**src/rtl/usb_pre_pkg.sv**
```systemverilog
package usb_pre_pkg;

    typedef enum logic [1:0] {
        SYM_SE0 = 2'b00,
        SYM_J   = 2'b01,
        SYM_K   = 2'b10,
        SYM_REL = 2'b11
    } line_sym_t;

    typedef enum logic [3:0] {
        S_IDLE,
        S_HSYNC,
        S_HPID,
        S_HOLDJ,
        S_GAP,
        S_BSYNC,
        S_BDATA,
        S_ABORT,
        S_EOP
    } seq_state_t;

    localparam logic [7:0] SYNC_BYTE = 8'h80;
    localparam logic [7:0] PRE_BYTE  = 8'h3C;
    localparam logic [1:0] PRE_SEL   = 2'b11;

    function automatic line_sym_t lvl_sym(input logic lvl);
        return lvl ? SYM_J : SYM_K;
    endfunction

endpackage

```
**src/rtl/usb_pre_bitclk.sv**
```systemverilog
module usb_pre_bitclk #(
    parameter int DIV = 8
) (
    input  logic clk,
    input  logic rst_n,
    input  logic fs_bit_en,
    input  logic slow,
    output logic tick
);
    localparam int DW = (DIV > 1) ? $clog2(DIV) : 1;

    logic [DW-1:0] div_q;

    assign tick = fs_bit_en && (!slow || div_q == '0);

    always_ff @(posedge clk or negedge rst_n) begin
        if (!rst_n) begin
            div_q <= '0;
        end else if (!slow) begin
            div_q <= '0;
        end else if (fs_bit_en) begin
            div_q <= (div_q == DW'(DIV - 1)) ? '0 : div_q + 1'b1;
        end
    end

    // a slow bit never lasts a single cycle
    p_slow_spacing_r4: assert property (@(posedge clk) disable iff (!rst_n)
        (slow && tick) |=> (!tick || !slow));

endmodule

```
**src/rtl/usb_pre_nrzi_stuff.sv**
```systemverilog
module usb_pre_nrzi_stuff #(
    parameter int RUN = 6
) (
    input  logic clk,
    input  logic rst_n,
    input  logic clear,
    input  logic step,
    input  logic bit_in,
    input  logic stuff_en,
    output logic stuff_due,
    output logic lvl_nxt
);
    localparam int OW = $clog2(RUN + 2);
    localparam logic [OW-1:0] OMAX = OW'(RUN + 1);

    logic          lvl_q;
    logic [OW-1:0] ones_q, ones_d;

    assign stuff_due = stuff_en && (ones_q == OW'(RUN));

    always_comb begin
        lvl_nxt = lvl_q;
        ones_d  = ones_q;
        if (step) begin
            if (stuff_due || !bit_in) begin
                lvl_nxt = !lvl_q;
                ones_d  = '0;
            end else if (ones_q != OMAX) begin
                ones_d  = ones_q + 1'b1;
            end
        end
    end

    always_ff @(posedge clk or negedge rst_n) begin
        if (!rst_n) begin
            lvl_q  <= 1'b1;
            ones_q <= '0;
        end else if (clear) begin
            lvl_q  <= 1'b1;
            ones_q <= '0;
        end else begin
            lvl_q  <= lvl_nxt;
            ones_q <= ones_d;
        end
    end

    p_stuff_toggles_r6: assert property (@(posedge clk) disable iff (!rst_n)
        (step && stuff_due && !clear) |=> (lvl_q != $past(lvl_q)));

    p_level_hold_r5: assert property (@(posedge clk) disable iff (!rst_n)
        (!step && !clear) |=> $stable(lvl_q));

endmodule

```
**src/rtl/usb_pre_tx_seq.sv**
```systemverilog
module usb_pre_tx_seq
    import usb_pre_pkg::*;
#(
    parameter int GAP_BITS   = 4,
    parameter int LS_DIV     = 8,
    parameter int STUFF_RUN  = 6,
    parameter int ABORT_BITS = 8,
    parameter int EOP_SE0    = 2
) (
    input  logic       clk,
    input  logic       rst_n,
    input  logic [1:0] xcvr_sel,
    input  logic       fs_bit_en,
    input  logic [7:0] tx_data,
    input  logic       tx_valid,
    input  logic       tx_last,
    output logic       tx_ready,
    output logic [1:0] line_out
);
    localparam int BYTE_W  = 8;
    localparam int IDX_W   = $clog2(BYTE_W);
    localparam int CNT_TOP = (ABORT_BITS > GAP_BITS) ? ABORT_BITS : GAP_BITS;
    localparam int CW      = $clog2(CNT_TOP + EOP_SE0 + 2);
    localparam logic [IDX_W-1:0] IDX_END = IDX_W'(BYTE_W - 1);

    seq_state_t        state_q, state_d;
    line_sym_t         line_q, line_d;
    logic [BYTE_W-1:0] sh_q, sh_d;
    logic [IDX_W-1:0]  idx_q, idx_d;
    logic [CW-1:0]     cnt_q, cnt_d;
    logic              pre_q, pre_d;
    logic              last_q, last_d;

    logic tick, slow, serial, body;
    logic enc_clear, enc_step, enc_bit, stuff_en, stuff_due, lvl_nxt;

    assign serial = (state_q == S_HSYNC) || (state_q == S_HPID) ||
                    (state_q == S_BSYNC) || (state_q == S_BDATA);
    assign body   = (state_q == S_BSYNC) || (state_q == S_BDATA);
    assign slow   = pre_q && (body || state_q == S_ABORT || state_q == S_EOP);

    assign enc_clear = (state_q == S_IDLE) || (state_q == S_HOLDJ) || (state_q == S_GAP);
    assign stuff_en  = (state_q != S_ABORT);
    assign enc_bit   = (state_q == S_ABORT) ? 1'b1 : sh_q[0];
    assign enc_step  = tick && (serial || state_q == S_ABORT ||
                                (state_q == S_EOP && stuff_due));

    assign tx_ready = tick && body && !stuff_due && (idx_q == IDX_END) && !last_q;
    assign line_out = line_q;

    usb_pre_bitclk #(.DIV(LS_DIV)) u_bitclk (
        .clk      (clk),
        .rst_n    (rst_n),
        .fs_bit_en(fs_bit_en),
        .slow     (slow),
        .tick     (tick)
    );

    usb_pre_nrzi_stuff #(.RUN(STUFF_RUN)) u_enc (
        .clk      (clk),
        .rst_n    (rst_n),
        .clear    (enc_clear),
        .step     (enc_step),
        .bit_in   (enc_bit),
        .stuff_en (stuff_en),
        .stuff_due(stuff_due),
        .lvl_nxt  (lvl_nxt)
    );

    // next-state and output symbol
    always_comb begin
        state_d = state_q;
        line_d  = line_q;
        sh_d    = sh_q;
        idx_d   = idx_q;
        cnt_d   = cnt_q;
        pre_d   = pre_q;
        last_d  = last_q;
        unique case (state_q)
            S_IDLE: begin
                line_d = SYM_REL;
                if (tx_valid) begin
                    pre_d   = (xcvr_sel == PRE_SEL);
                    state_d = (xcvr_sel == PRE_SEL) ? S_HSYNC : S_BSYNC;
                    sh_d    = SYNC_BYTE;
                    idx_d   = '0;
                    last_d  = 1'b0;
                end
            end
            S_HSYNC, S_HPID, S_BSYNC, S_BDATA: begin
                if (tick) begin
                    line_d = lvl_sym(lvl_nxt);
                    if (!stuff_due) begin
                        sh_d  = sh_q >> 1;
                        idx_d = idx_q + 1'b1;
                        if (idx_q == IDX_END) begin
                            if (state_q == S_HSYNC) begin
                                state_d = S_HPID;
                                sh_d    = PRE_BYTE;
                            end else if (state_q == S_HPID) begin
                                state_d = S_HOLDJ;
                            end else if (last_q) begin
                                state_d = S_EOP;
                                cnt_d   = '0;
                            end else if (tx_valid) begin
                                state_d = S_BDATA;
                                sh_d    = tx_data;
                                last_d  = tx_last;
                            end else begin
                                state_d = S_ABORT;
                                cnt_d   = '0;
                            end
                        end
                    end
                end
            end
            S_HOLDJ: begin
                if (tick) begin
                    line_d  = SYM_J;
                    state_d = S_GAP;
                    cnt_d   = '0;
                end
            end
            S_GAP: begin
                if (tick) begin
                    line_d = SYM_REL;
                    cnt_d  = cnt_q + 1'b1;
                    if (cnt_q == CW'(GAP_BITS - 2)) begin
                        state_d = S_BSYNC;
                        sh_d    = SYNC_BYTE;
                        idx_d   = '0;
                    end
                end
            end
            S_ABORT: begin
                if (tick) begin
                    line_d = lvl_sym(lvl_nxt);
                    cnt_d  = cnt_q + 1'b1;
                    if (cnt_q == CW'(ABORT_BITS - 1)) begin
                        state_d = S_EOP;
                        cnt_d   = '0;
                    end
                end
            end
            S_EOP: begin
                if (tick) begin
                    if (stuff_due) begin
                        line_d = lvl_sym(lvl_nxt);
                    end else begin
                        cnt_d = cnt_q + 1'b1;
                        if (cnt_q < CW'(EOP_SE0)) begin
                            line_d = SYM_SE0;
                        end else if (cnt_q == CW'(EOP_SE0)) begin
                            line_d = SYM_J;
                        end else begin
                            line_d  = SYM_REL;
                            state_d = S_IDLE;
                        end
                    end
                end
            end
            default: state_d = S_IDLE;
        endcase
    end

    // state register
    always_ff @(posedge clk or negedge rst_n) begin
        if (!rst_n) begin
            state_q <= S_IDLE;
            line_q  <= SYM_REL;
            sh_q    <= '0;
            idx_q   <= '0;
            cnt_q   <= '0;
            pre_q   <= 1'b0;
            last_q  <= 1'b0;
        end else begin
            state_q <= state_d;
            line_q  <= line_d;
            sh_q    <= sh_d;
            idx_q   <= idx_d;
            cnt_q   <= cnt_d;
            pre_q   <= pre_d;
            last_q  <= last_d;
        end
    end

    p_mode_frozen_r1: assert property (@(posedge clk) disable iff (!rst_n)
        (state_q != S_IDLE && $past(state_q) != S_IDLE) |-> $stable(pre_q));

    p_hold_j_r3: assert property (@(posedge clk) disable iff (!rst_n)
        (state_q == S_GAP && $past(state_q) == S_HOLDJ) |-> (line_q == SYM_J));

    p_eop_j_before_idle_r7: assert property (@(posedge clk) disable iff (!rst_n)
        (state_q == S_IDLE && $past(state_q) == S_EOP) |-> ($past(line_q) == SYM_J));

    p_take_starts_byte_r9: assert property (@(posedge clk) disable iff (!rst_n)
        (tx_ready && tx_valid) |=> (state_q == S_BDATA && idx_q == '0));

    p_idle_released_r11: assert property (@(posedge clk) disable iff (!rst_n)
        (state_q == S_IDLE) |-> (line_q == SYM_REL && !tx_ready));

endmodule

```
**config.mk**
```make
export PLATFORM = sky130hd
export DESIGN_NAME = usb_pre_tx_seq
export DESIGN_NICKNAME = d
export VERILOG_FILES = /design/src/rtl/usb_pre_pkg.sv /design/src/rtl/usb_pre_bitclk.sv /design/src/rtl/usb_pre_nrzi_stuff.sv /design/src/rtl/usb_pre_tx_seq.sv
export SDC_FILE = /design/constraint.sdc
export NUM_CORES = 1
export LEC_CHECK = 0
export ABC_AREA = 1
export ABC_CLOCK_PERIOD_IN_PS = 1900
export BUFFER_PORTS_ARGS = -buffer_cell sky130_fd_sc_hd__buf_2
export CORE_MARGIN = 2
export CORE_UTILIZATION = 54
export CTS_CLUSTER_SIZE = 28
export DETAILED_ROUTE_END_ITERATION = 12
export PLACE_DENSITY = 0.88
export SYNTH_ARGS = -nofsm -noshare
export SYNTH_HDL_FRONTEND = slang
export SYNTH_SLANG_ARGS = --single-unit
```
**constraint.sdc**
```tcl
create_clock -name clk -period 1.9 [get_ports clk]
set_clock_uncertainty 0.2 [all_clocks]
set_input_delay 0.38 -clock clk [delete_from_list [all_inputs] [get_ports clk]]
set_output_delay 0.38 -clock clk [all_outputs]
set_load 0.1 [all_outputs]
```
==> impl_metrics.prom, run 1 <==
# TYPE chip_impl_metric gauge
chip_impl_info{name="run_status",value="finished with violations"} 1
chip_impl_info{name="violations",value="setup timing"} 1
chip_impl_metric{name="seq_area_frac_synth",unit="%"} 34.0
chip_impl_info{name="rsz0062_at_grt",value="yes"} 1
chip_impl_metric{name="power.ir.vdd_worst",unit="µV"} 864
chip_impl_metric{name="drt_pass1_iterations",unit=""} 4
chip_impl_metric{name="synth_seq_cells",unit=""} 30
chip_impl_metric{name="number_of_enable_flip_flop_cells_after_synthesis",unit=""} 0
chip_impl_info{name="cp-end-kind",value="primary output"} 1
chip_impl_metric{name="num_rows",unit=""} 23
chip_impl_metric{name="die_h",unit="µm"} 68.1
chip_impl_metric{name="share_seq_of_total_power",unit="%"} 23.8
chip_impl_metric{name="synth_async_sr_flop_share",unit="%"} 100
chip_impl_metric{name="clock_sinks",unit=""} 30
chip_impl_metric{name="overflow",unit=""} 0
chip_impl_metric{name="core_region_area",unit="µm²"} 3970
chip_impl_metric{name="htreeDepth",unit=""} 2
chip_impl_metric{name="pre_cts_ws",unit="ns"} -0.113
chip_impl_metric{name="yosysWarnings",unit=""} 0
chip_impl_metric{name="number_of_distinct_library_cells_after_synthesis",unit=""} 38
chip_impl_metric{name="fin_crit_sh",unit="%"} 120
chip_impl_metric{name="initialDrtViolationCount",unit=""} 108
chip_impl_metric{name="gp_routability_congestion",unit=""} 0.923
chip_impl_metric{name="synthToLayoutAreaGrowth",unit="%"} 27.7
chip_impl_info{name="cts_tree",value="done"} 1
chip_impl_metric{name="clkSlewWorstSetupHoldPaths",unit="ns"} 0.07
chip_impl_metric{name="diodes",unit=""} 0
chip_impl_metric{name="slew_viol_final",unit=""} 0
chip_impl_info{name="critical_path.endpoint",value="tx_ready"} 1
chip_impl_metric{name="maxCapViolCount",unit=""} 0
chip_impl_metric{name="detail-route-antenna-nets",unit=""} 0
chip_impl_metric{name="track_usage",unit="%"} 28.5
chip_impl_metric{name="setup_tns",unit="ns"} -4.31
chip_impl_info{name="post-synth-top-count-cell",value="sky130_fd_sc_hd__nand2_1"} 1
chip_impl_metric{name="clk_latency",unit="ns"} 0.29
chip_impl_metric{name="first_global_vias",unit=""} 2172
chip_impl_metric{name="swShare",unit="%"} 49.5
chip_impl_metric{name="min_cycle_time_layout",unit="ns"} 2.28
chip_impl_metric{name="ios",unit=""} 18
chip_impl_metric{name="syn-num-nets",unit=""} 312
chip_impl_metric{name="required_arrival_time_at_the_worst_endpoint",unit="ns"} 1.32
chip_impl_metric{name="max_freq",unit="MHz"} 439
chip_impl_metric{name="grt_pass1_wl",unit="µm"} 9820
chip_impl_metric{name="initial_utilization",unit="%"} 55.8
chip_impl_metric{name="cts_max_path_buffers",unit=""} 2
chip_impl_metric{name="syn_inst",unit=""} 287
chip_impl_info{name="worst-setup-path-type",value="register to primary output"} 1
chip_impl_metric{name="final.fill_count",unit=""} 284
chip_impl_metric{name="cp_data_arrival_time",unit="ns"} 1.70
chip_impl_metric{name="finish.net_count",unit=""} 374
chip_impl_metric{name="worstRegToRegCells",unit=""} 12
chip_impl_metric{name="combinationalPowerShare",unit="%"} 64.4
chip_impl_info{name="crit_start",value="state_q[1]"} 1
chip_impl_info{name="r2r_end",value="cnt_q[1]"} 1
chip_impl_metric{name="timing_hold_violations_final",unit=""} 0
chip_impl_metric{name="critical_path_peak_fanout",unit=""} 6
chip_impl_metric{name="post-route-drc-count",unit=""} 0
chip_impl_metric{name="layout-drive-gt1-share",unit="%"} 39.1
chip_impl_metric{name="via_per_inst",unit=""} 5.37
chip_impl_metric{name="internal_power",unit="mW"} 2.29
chip_impl_metric{name="max_slew.worst_pin.slew",unit="ns"} 0.664
chip_impl_metric{name="setup_viol",unit=""} 26
chip_impl_metric{name="syn_area_per_cell",unit="µm²"} 7.73
chip_impl_info{name="ys_top_cells_by_area",value="sky130_fd_sc_hd__dfrtp_1 (30%), sky130_fd_sc_hd__nand2_1 (10%), sky130_fd_sc_hd__nand3_2 (5.9%)"} 1
chip_impl_metric{name="route.detailed.wl_per_inst",unit="µm"} 14.0
chip_impl_info{name="r2r-start",value="state_q[0]"} 1
chip_impl_metric{name="dpl.hpwl",unit="µm"} 4030
chip_impl_metric{name="timing.final.ws_setup",unit="ns"} -0.376
chip_impl_info{name="ys.flop_type",value="sky130_fd_sc_hd__dfrtp_1"} 1
chip_impl_metric{name="netSwitchingPower",unit="mW"} 2.24
chip_impl_metric{name="number_of_buffer_cells_added_on_primary_ports",unit=""} 17
chip_impl_metric{name="netlist_area",unit="µm²"} 2220
chip_impl_info{name="netlist_top_cells_count",value="sky130_fd_sc_hd__nand2_1 (60), sky130_fd_sc_hd__nor2_1 (31), sky130_fd_sc_hd__inv_1 (30), sky130_fd_sc_hd__dfrtp_1 (27), sky130_fd_sc_hd__nand3_1 (18)"} 1
chip_impl_metric{name="leakagePower",unit="nW"} 1.39
chip_impl_metric{name="netlist.area_leader.share",unit="%"} 30.5
chip_impl_metric{name="num_vias",unit=""} 2146
chip_impl_metric{name="power_per_cell_area",unit="nW/µm²"} 1600
chip_impl_metric{name="slew-limit-headroom",unit="%"} 55.8
chip_impl_metric{name="initial_antenna_violation_count",unit=""} 0
chip_impl_info{name="synth_largest_area_cell",value="sky130_fd_sc_hd__dfrtp_1"} 1
chip_impl_metric{name="clock_network_fraction_of_design_power",unit="%"} 11.8
chip_impl_metric{name="setup.reg_to_reg.worst_slack",unit="ns"} -0.29
chip_impl_metric{name="fp.dieArea",unit="µm²"} 4630
chip_impl_metric{name="numCtsBuffers",unit=""} 5
chip_impl_metric{name="utilization",unit="%"} 71.3
chip_impl_metric{name="grt_start_max_net_pins",unit=""} 31
chip_impl_info{name="clock_tree.root_cell",value="sky130_fd_sc_hd__clkbuf_8"} 1
chip_impl_info{name="hold_path_class",value="primary input to register"} 1
chip_impl_metric{name="dieWidth",unit="µm"} 68.1
chip_impl_info{name="setup.worst_path.start_class",value="register"} 1
chip_impl_metric{name="drt_wl_total",unit="µm"} 5590
worst max-delay path, cell delays in order, from the launching register on:
cell	delay (ns)
sky130_fd_sc_hd__dfrtp_2	0.46
sky130_fd_sc_hd__inv_2	0.07
sky130_fd_sc_hd__nand2_2	0.06
sky130_fd_sc_hd__nand2_2	0.09
sky130_fd_sc_hd__inv_2	0.05
sky130_fd_sc_hd__nor2_4	0.11
sky130_fd_sc_hd__nand2_2	0.08
sky130_fd_sc_hd__nor4_4	0.28
sky130_fd_sc_hd__buf_12	0.22
per-stage QoR:
| step | instances | area (µm²) | total power [mW] | hold WS [ns] |
|---|---|---|---|---|
| floorplan | 287 | 2230 | 2.98 | -0.116 |
| global placement | 387 | 2630 | 3.65 | 0.258 |
| detailed placement | 387 | 2630 | 3.74 | 0.253 |
| CTS | 400 | 2820 | 4.43 | 0.142 |
| global route | 400 | 2830 | 4.91 | 0.162 |
| finish | 400 | 2830 | 4.53 | 0.146 |
worst min path at each step:
stage	to	depth (start not counted)	from	slack [ns]
after floorplan	cnt_q[0]	0	rst_n	-0.12
after global placement	pre_q	1	rst_n	0.26
after detailed placement	state_q[2]	1	rst_n	0.25
after global routing	pre_q	3	xcvr_sel[1]	0.16
final	pre_q	3	xcvr_sel[1]	0.15
after CTS	pre_q	3	xcvr_sel[1]	0.14
final cells by class:
class | count | area (µm²) | share of cell area, %
multi-input combinational | 218 | 1360 | 48.0
sequential | 30 | 759 | 26.8
timing repair buffer | 58 | 418 | 14.8
inverter | 36 | 141 | 4.99
clock buffer | 7 | 86.3 | 3.05
tap | 50 | 62.6 | 2.21
clock inverter | 1 | 5.00 | 0.177
power by group through the flow:
stage / combinational (mW) / clock, mW / sequential [mW]
global placement: 2.59 / 0 / 1.05
floorplan: 1.81 / 0 / 1.16
CTS: 2.82 / 0.538 / 1.07
global route: 3.23 / 0.571 / 1.10
finish: 2.92 / 0.534 / 1.08
detailed placement: 2.66 / 0 / 1.07
kinds of logic after synthesis:
group / synth area share, %
adder cells (fa/ha/maj): 5.64
XOR/XNOR: 0.790
AND/OR/NAND/NOR: 40.0
AO/OA/AOI/OAI: 11.7
buffers and inverters: 7.79
flip-flops: 34.0
per-layer routing:
layer / global-route usage, % / vias up / wire [µm]
met5: 0 / - / 0
met4: 11.3 / 0 / 152
met3: 5.76 / 20 / 358
met2: 48.4 / 81 / 2770
met1: 35.3 / 984 / 2300
li1: - / 1061 / -
layout by cell type, fill, tap and decap left out, types with 10 or more instances in the layout:
cell type,instances
sky130_fd_sc_hd__a21oi_1,15
sky130_fd_sc_hd__buf_2,16
sky130_fd_sc_hd__buf_4,38
sky130_fd_sc_hd__dfrtp_1,23
sky130_fd_sc_hd__ha_1,10
sky130_fd_sc_hd__inv_1,26
sky130_fd_sc_hd__nand2_1,55
sky130_fd_sc_hd__nand2_2,15
sky130_fd_sc_hd__nand3_1,17
sky130_fd_sc_hd__nand3_2,13
sky130_fd_sc_hd__nor2_1,29
sky130_fd_sc_hd__o21ai_0,15
sequential cells by signal, indices dropped and copies added, names as in the netlist:
signal / flops
pre_q: 1
u_enc.ones_q: 3
u_bitclk.div_q: 3
idx_q: 3
state_q: 4
cnt_q: 4
u_enc.lvl_q: 1
sh_q: 8
last_q: 1
line_out: 2
repair_timing:
action	CTS	global route
gates cloned	0	0
pin swaps	11	3
hold endpoints to repair	27	0
buffers inserted	4	0
endpoints found under the setup margin	27	28
gates resized for setup	15	9
hold buffers	1	0
No activity file was read; power rests on OpenSTA's default activity.
==> run 2: changes to the inputs <==
--- a/config.mk
+++ b/config.mk
@@ -8,11 +8,13 @@
 export ABC_AREA = 1
 export ABC_CLOCK_PERIOD_IN_PS = 1900
 export BUFFER_PORTS_ARGS = -buffer_cell sky130_fd_sc_hd__buf_2
+export CELL_PAD_IN_SITES_DETAIL_PLACEMENT = 0
+export CELL_PAD_IN_SITES_GLOBAL_PLACEMENT = 1
 export CORE_MARGIN = 2
-export CORE_UTILIZATION = 54
-export CTS_CLUSTER_SIZE = 28
+export CORE_UTILIZATION = 40
 export DETAILED_ROUTE_END_ITERATION = 12
 export PLACE_DENSITY = 0.88
 export SYNTH_ARGS = -nofsm -noshare
 export SYNTH_HDL_FRONTEND = slang
 export SYNTH_SLANG_ARGS = --single-unit
+export TNS_END_PERCENT = 1
==> run 2 against run 1 <==
Against the previous run:
- the flow still finishes with violations (setup timing)
- combinational power rose by 5%
- register-to-register slack better by 0.08 ns
- global-route usage is 9.2 points lower
- die area is 33% higher
- worst setup slack better by 0.021 ns
==> impl_metrics.prom, run 2 (synthesized netlist as in run 1, its figures left out) <==
# TYPE chip_impl_metric gauge
chip_impl_info{name="run_status",value="finished with violations"} 1
chip_impl_info{name="violations",value="setup timing"} 1
chip_impl_metric{name="overflow",unit=""} 0
chip_impl_metric{name="route.detailed.wl_per_inst",unit="µm"} 12.1
chip_impl_metric{name="finish.net_count",unit=""} 393
chip_impl_metric{name="max_freq",unit="MHz"} 444
chip_impl_metric{name="grt_start_max_net_pins",unit=""} 17
chip_impl_metric{name="dpl.hpwl",unit="µm"} 4170
chip_impl_metric{name="synthToLayoutAreaGrowth",unit="%"} 35.1
chip_impl_metric{name="dieWidth",unit="µm"} 78.5
chip_impl_metric{name="power.ir.vdd_worst",unit="µV"} 561
chip_impl_info{name="crit_start",value="state_q[1]"} 1
chip_impl_metric{name="min_cycle_time_layout",unit="ns"} 2.25
chip_impl_metric{name="gp_routability_congestion",unit=""} 0.868
chip_impl_metric{name="required_arrival_time_at_the_worst_endpoint",unit="ns"} 1.32
chip_impl_info{name="layout.cells.most_common",value="sky130_fd_sc_hd__buf_4"} 1
chip_impl_metric{name="htreeDepth",unit=""} 2
chip_impl_metric{name="maxCapViolCount",unit=""} 0
chip_impl_info{name="r2r_end",value="sh_q[7]"} 1
chip_impl_metric{name="power_per_cell_area",unit="nW/µm²"} 1540
chip_impl_metric{name="initial_antenna_violation_count",unit=""} 0
chip_impl_metric{name="ios",unit=""} 18
chip_impl_metric{name="utilization",unit="%"} 55.1
chip_impl_metric{name="met1_length",unit="µm"} 2410
chip_impl_metric{name="netSwitchingPower",unit="mW"} 2.20
chip_impl_info{name="largest_register",value="sh_q"} 1
chip_impl_metric{name="layout-drive-gt1-share",unit="%"} 42.1
chip_impl_info{name="clock_tree.root_cell",value="sky130_fd_sc_hd__clkbuf_8"} 1
chip_impl_info{name="rsz0062_at_grt",value="yes"} 1
chip_impl_metric{name="number_of_buffer_cells_added_on_primary_ports",unit=""} 17
chip_impl_info{name="r2r-start",value="state_q[1]"} 1
chip_impl_metric{name="initial_utilization",unit="%"} 40.8
chip_impl_info{name="critical_path.endpoint",value="tx_ready"} 1
chip_impl_metric{name="clock_sinks",unit=""} 30
chip_impl_metric{name="leakagePower",unit="nW"} 1.48
chip_impl_metric{name="drt_wl_total",unit="µm"} 5330
chip_impl_metric{name="slew_viol_final",unit=""} 0
chip_impl_metric{name="die_h",unit="µm"} 78.5
chip_impl_metric{name="fin_crit_sh",unit="%"} 119
chip_impl_metric{name="worst_hold_slack_across_all_endpoints",unit="ns"} 0.137
chip_impl_metric{name="fp.dieArea",unit="µm²"} 6150
chip_impl_info{name="cp-end-kind",value="primary output"} 1
chip_impl_info{name="top_layer",value="met4"} 1
chip_impl_metric{name="route.met2.wl",unit="µm"} 2610
chip_impl_metric{name="setup_viol",unit=""} 25
chip_impl_metric{name="via_per_inst",unit=""} 4.78
chip_impl_metric{name="clock_network_fraction_of_design_power",unit="%"} 10.5
chip_impl_info{name="layout.cells.most_common_list",value="sky130_fd_sc_hd__buf_4 (57), sky130_fd_sc_hd__nand2_1 (54), sky130_fd_sc_hd__nor2_1 (28)"} 1
chip_impl_metric{name="clk_latency",unit="ns"} 0.28
chip_impl_info{name="layout_top_registers",value="sh_q (8), cnt_q (4), state_q (4)"} 1
chip_impl_metric{name="internal_power",unit="mW"} 2.42
chip_impl_metric{name="grt_pass1_wl",unit="µm"} 9370
chip_impl_metric{name="critical_path_peak_fanout",unit=""} 5
chip_impl_metric{name="track_usage",unit="%"} 19.3
chip_impl_metric{name="cts_max_path_buffers",unit=""} 2
chip_impl_metric{name="swShare",unit="%"} 47.6
chip_impl_metric{name="setup.reg_to_reg.worst_slack",unit="ns"} -0.21
chip_impl_metric{name="cp_data_arrival_time",unit="ns"} 1.67
chip_impl_metric{name="drt_pass1_iterations",unit=""} 4
chip_impl_metric{name="timing_hold_violations_final",unit=""} 0
chip_impl_metric{name="num_vias",unit=""} 2103
chip_impl_metric{name="share_seq_of_total_power",unit="%"} 22.9
chip_impl_metric{name="post-route-drc-count",unit=""} 0
chip_impl_info{name="hold_path_class",value="primary input to register"} 1
chip_impl_metric{name="core_region_area",unit="µm²"} 5440
chip_impl_metric{name="max_slew.worst_pin.slew",unit="ns"} 0.483
chip_impl_metric{name="clkSlewWorstSetupHoldPaths",unit="ns"} 0.06
chip_impl_metric{name="max_ffs_per_register",unit=""} 8
chip_impl_metric{name="wire_length_on_met3",unit="µm"} 202
chip_impl_metric{name="detail-route-antenna-nets",unit=""} 0
chip_impl_metric{name="num_rows",unit=""} 27
chip_impl_info{name="worst-setup-path-type",value="register to primary output"} 1
chip_impl_metric{name="initialDrtViolationCount",unit=""} 69
chip_impl_metric{name="numCtsBuffers",unit=""} 5
chip_impl_metric{name="combinationalPowerShare",unit="%"} 66.6
chip_impl_metric{name="worstRegToRegCells",unit=""} 11
chip_impl_info{name="setup.worst_path.start_class",value="register"} 1
chip_impl_metric{name="first_global_vias",unit=""} 2124
chip_impl_info{name="cts_tree",value="done"} 1
chip_impl_metric{name="slew-limit-headroom",unit="%"} 68.0
chip_impl_metric{name="diodes",unit=""} 0
chip_impl_metric{name="timing.final.ws_setup",unit="ns"} -0.354
==> run 2: worst max-delay path: stages (launching register included) <==
cell and delay, ns:
sky130_fd_sc_hd__dfrtp_2 0.44, sky130_fd_sc_hd__inv_1 0.09, sky130_fd_sc_hd__nand2_2 0.07, sky130_fd_sc_hd__nand2_2 0.09, sky130_fd_sc_hd__inv_2 0.04, sky130_fd_sc_hd__nor2_4 0.10, sky130_fd_sc_hd__nand2_2 0.08, sky130_fd_sc_hd__nor4_4 0.27
sky130_fd_sc_hd__buf_12 0.22
==> run 2: metal layers <==
| layer | vias up | global-route usage [%] |
|---|---|---|
| met5 | - | 0 |
| met4 | 0 | 7.02 |
| met3 | 10 | 4.02 |
| met2 | 31 | 33.2 |
| met1 | 967 | 23.8 |
| li1 | 1095 | - |
==> run 2: worst min-delay path by stage <==
stage                      startpoint         end  slack, ns  depth (start not counted)
after floorplan                 rst_n    cnt_q[0]      -0.12                          0
after global placement          rst_n  state_q[2]       0.12                          1
after detailed placement        rst_n  state_q[2]       0.13                          1
after CTS                 xcvr_sel[0]       pre_q       0.13                          3
after global routing      xcvr_sel[1]       pre_q       0.16                          3
final                     xcvr_sel[0]       pre_q       0.14                          3
==> run 2: power by group through the flow <==
| stage | Sequential (mW) | Combinational, mW | Clock, mW |
|---|---|---|---|
| floorplan | 1.16 | 1.81 | 0 |
| global placement | 1.05 | 2.83 | 0 |
| detailed placement | 1.06 | 2.87 | 0 |
| CTS | 1.06 | 3.05 | 0.506 |
| global route | 1.09 | 3.41 | 0.529 |
| finish | 1.06 | 3.08 | 0.484 |
==> run 2: through the flow <==
| step | power [mW] | TNS, ns | std cells | setup slack, ns | instance area [µm²] |
|---|---|---|---|---|---|
| 2_1_floorplan | 2.98 | -0.646 | 287 | -0.646 | 2230 |
| 3_3_place_gp | 3.88 | -0.484 | 422 | -0.0696 | 2770 |
| 3_5_place_dp | 3.94 | -0.923 | 422 | -0.126 | 2770 |
| 4_1_cts | 4.61 | -2.28 | 439 | -0.339 | 2980 |
| 5_1_grt | 5.03 | -6.83 | 440 | -0.418 | 3000 |
| 6_report | 4.62 | -3.80 | 440 | -0.354 | 3000 |
==> run 2: repair_timing <==
action	CTS	global route
endpoints found under the hold margin	14	0
hold buffers	1	0
buffers inserted	9	1
gates resized for setup	19	6
setup endpoints to repair	25	27
pin swaps	8	4
gates cloned	0	0
==> run 2: area by class of cell <==
| type | instances | area (µm²) |
|---|---|---|
| fill | 535 | 2440 |
| sequential | 30 | 759 |
| clock buffer | 7 | 76.3 |
| timing repair buffer | 77 | 569 |
| inverter | 36 | 141 |
| multi-input combinational | 218 | 1360 |
| tap | 72 | 90.1 |
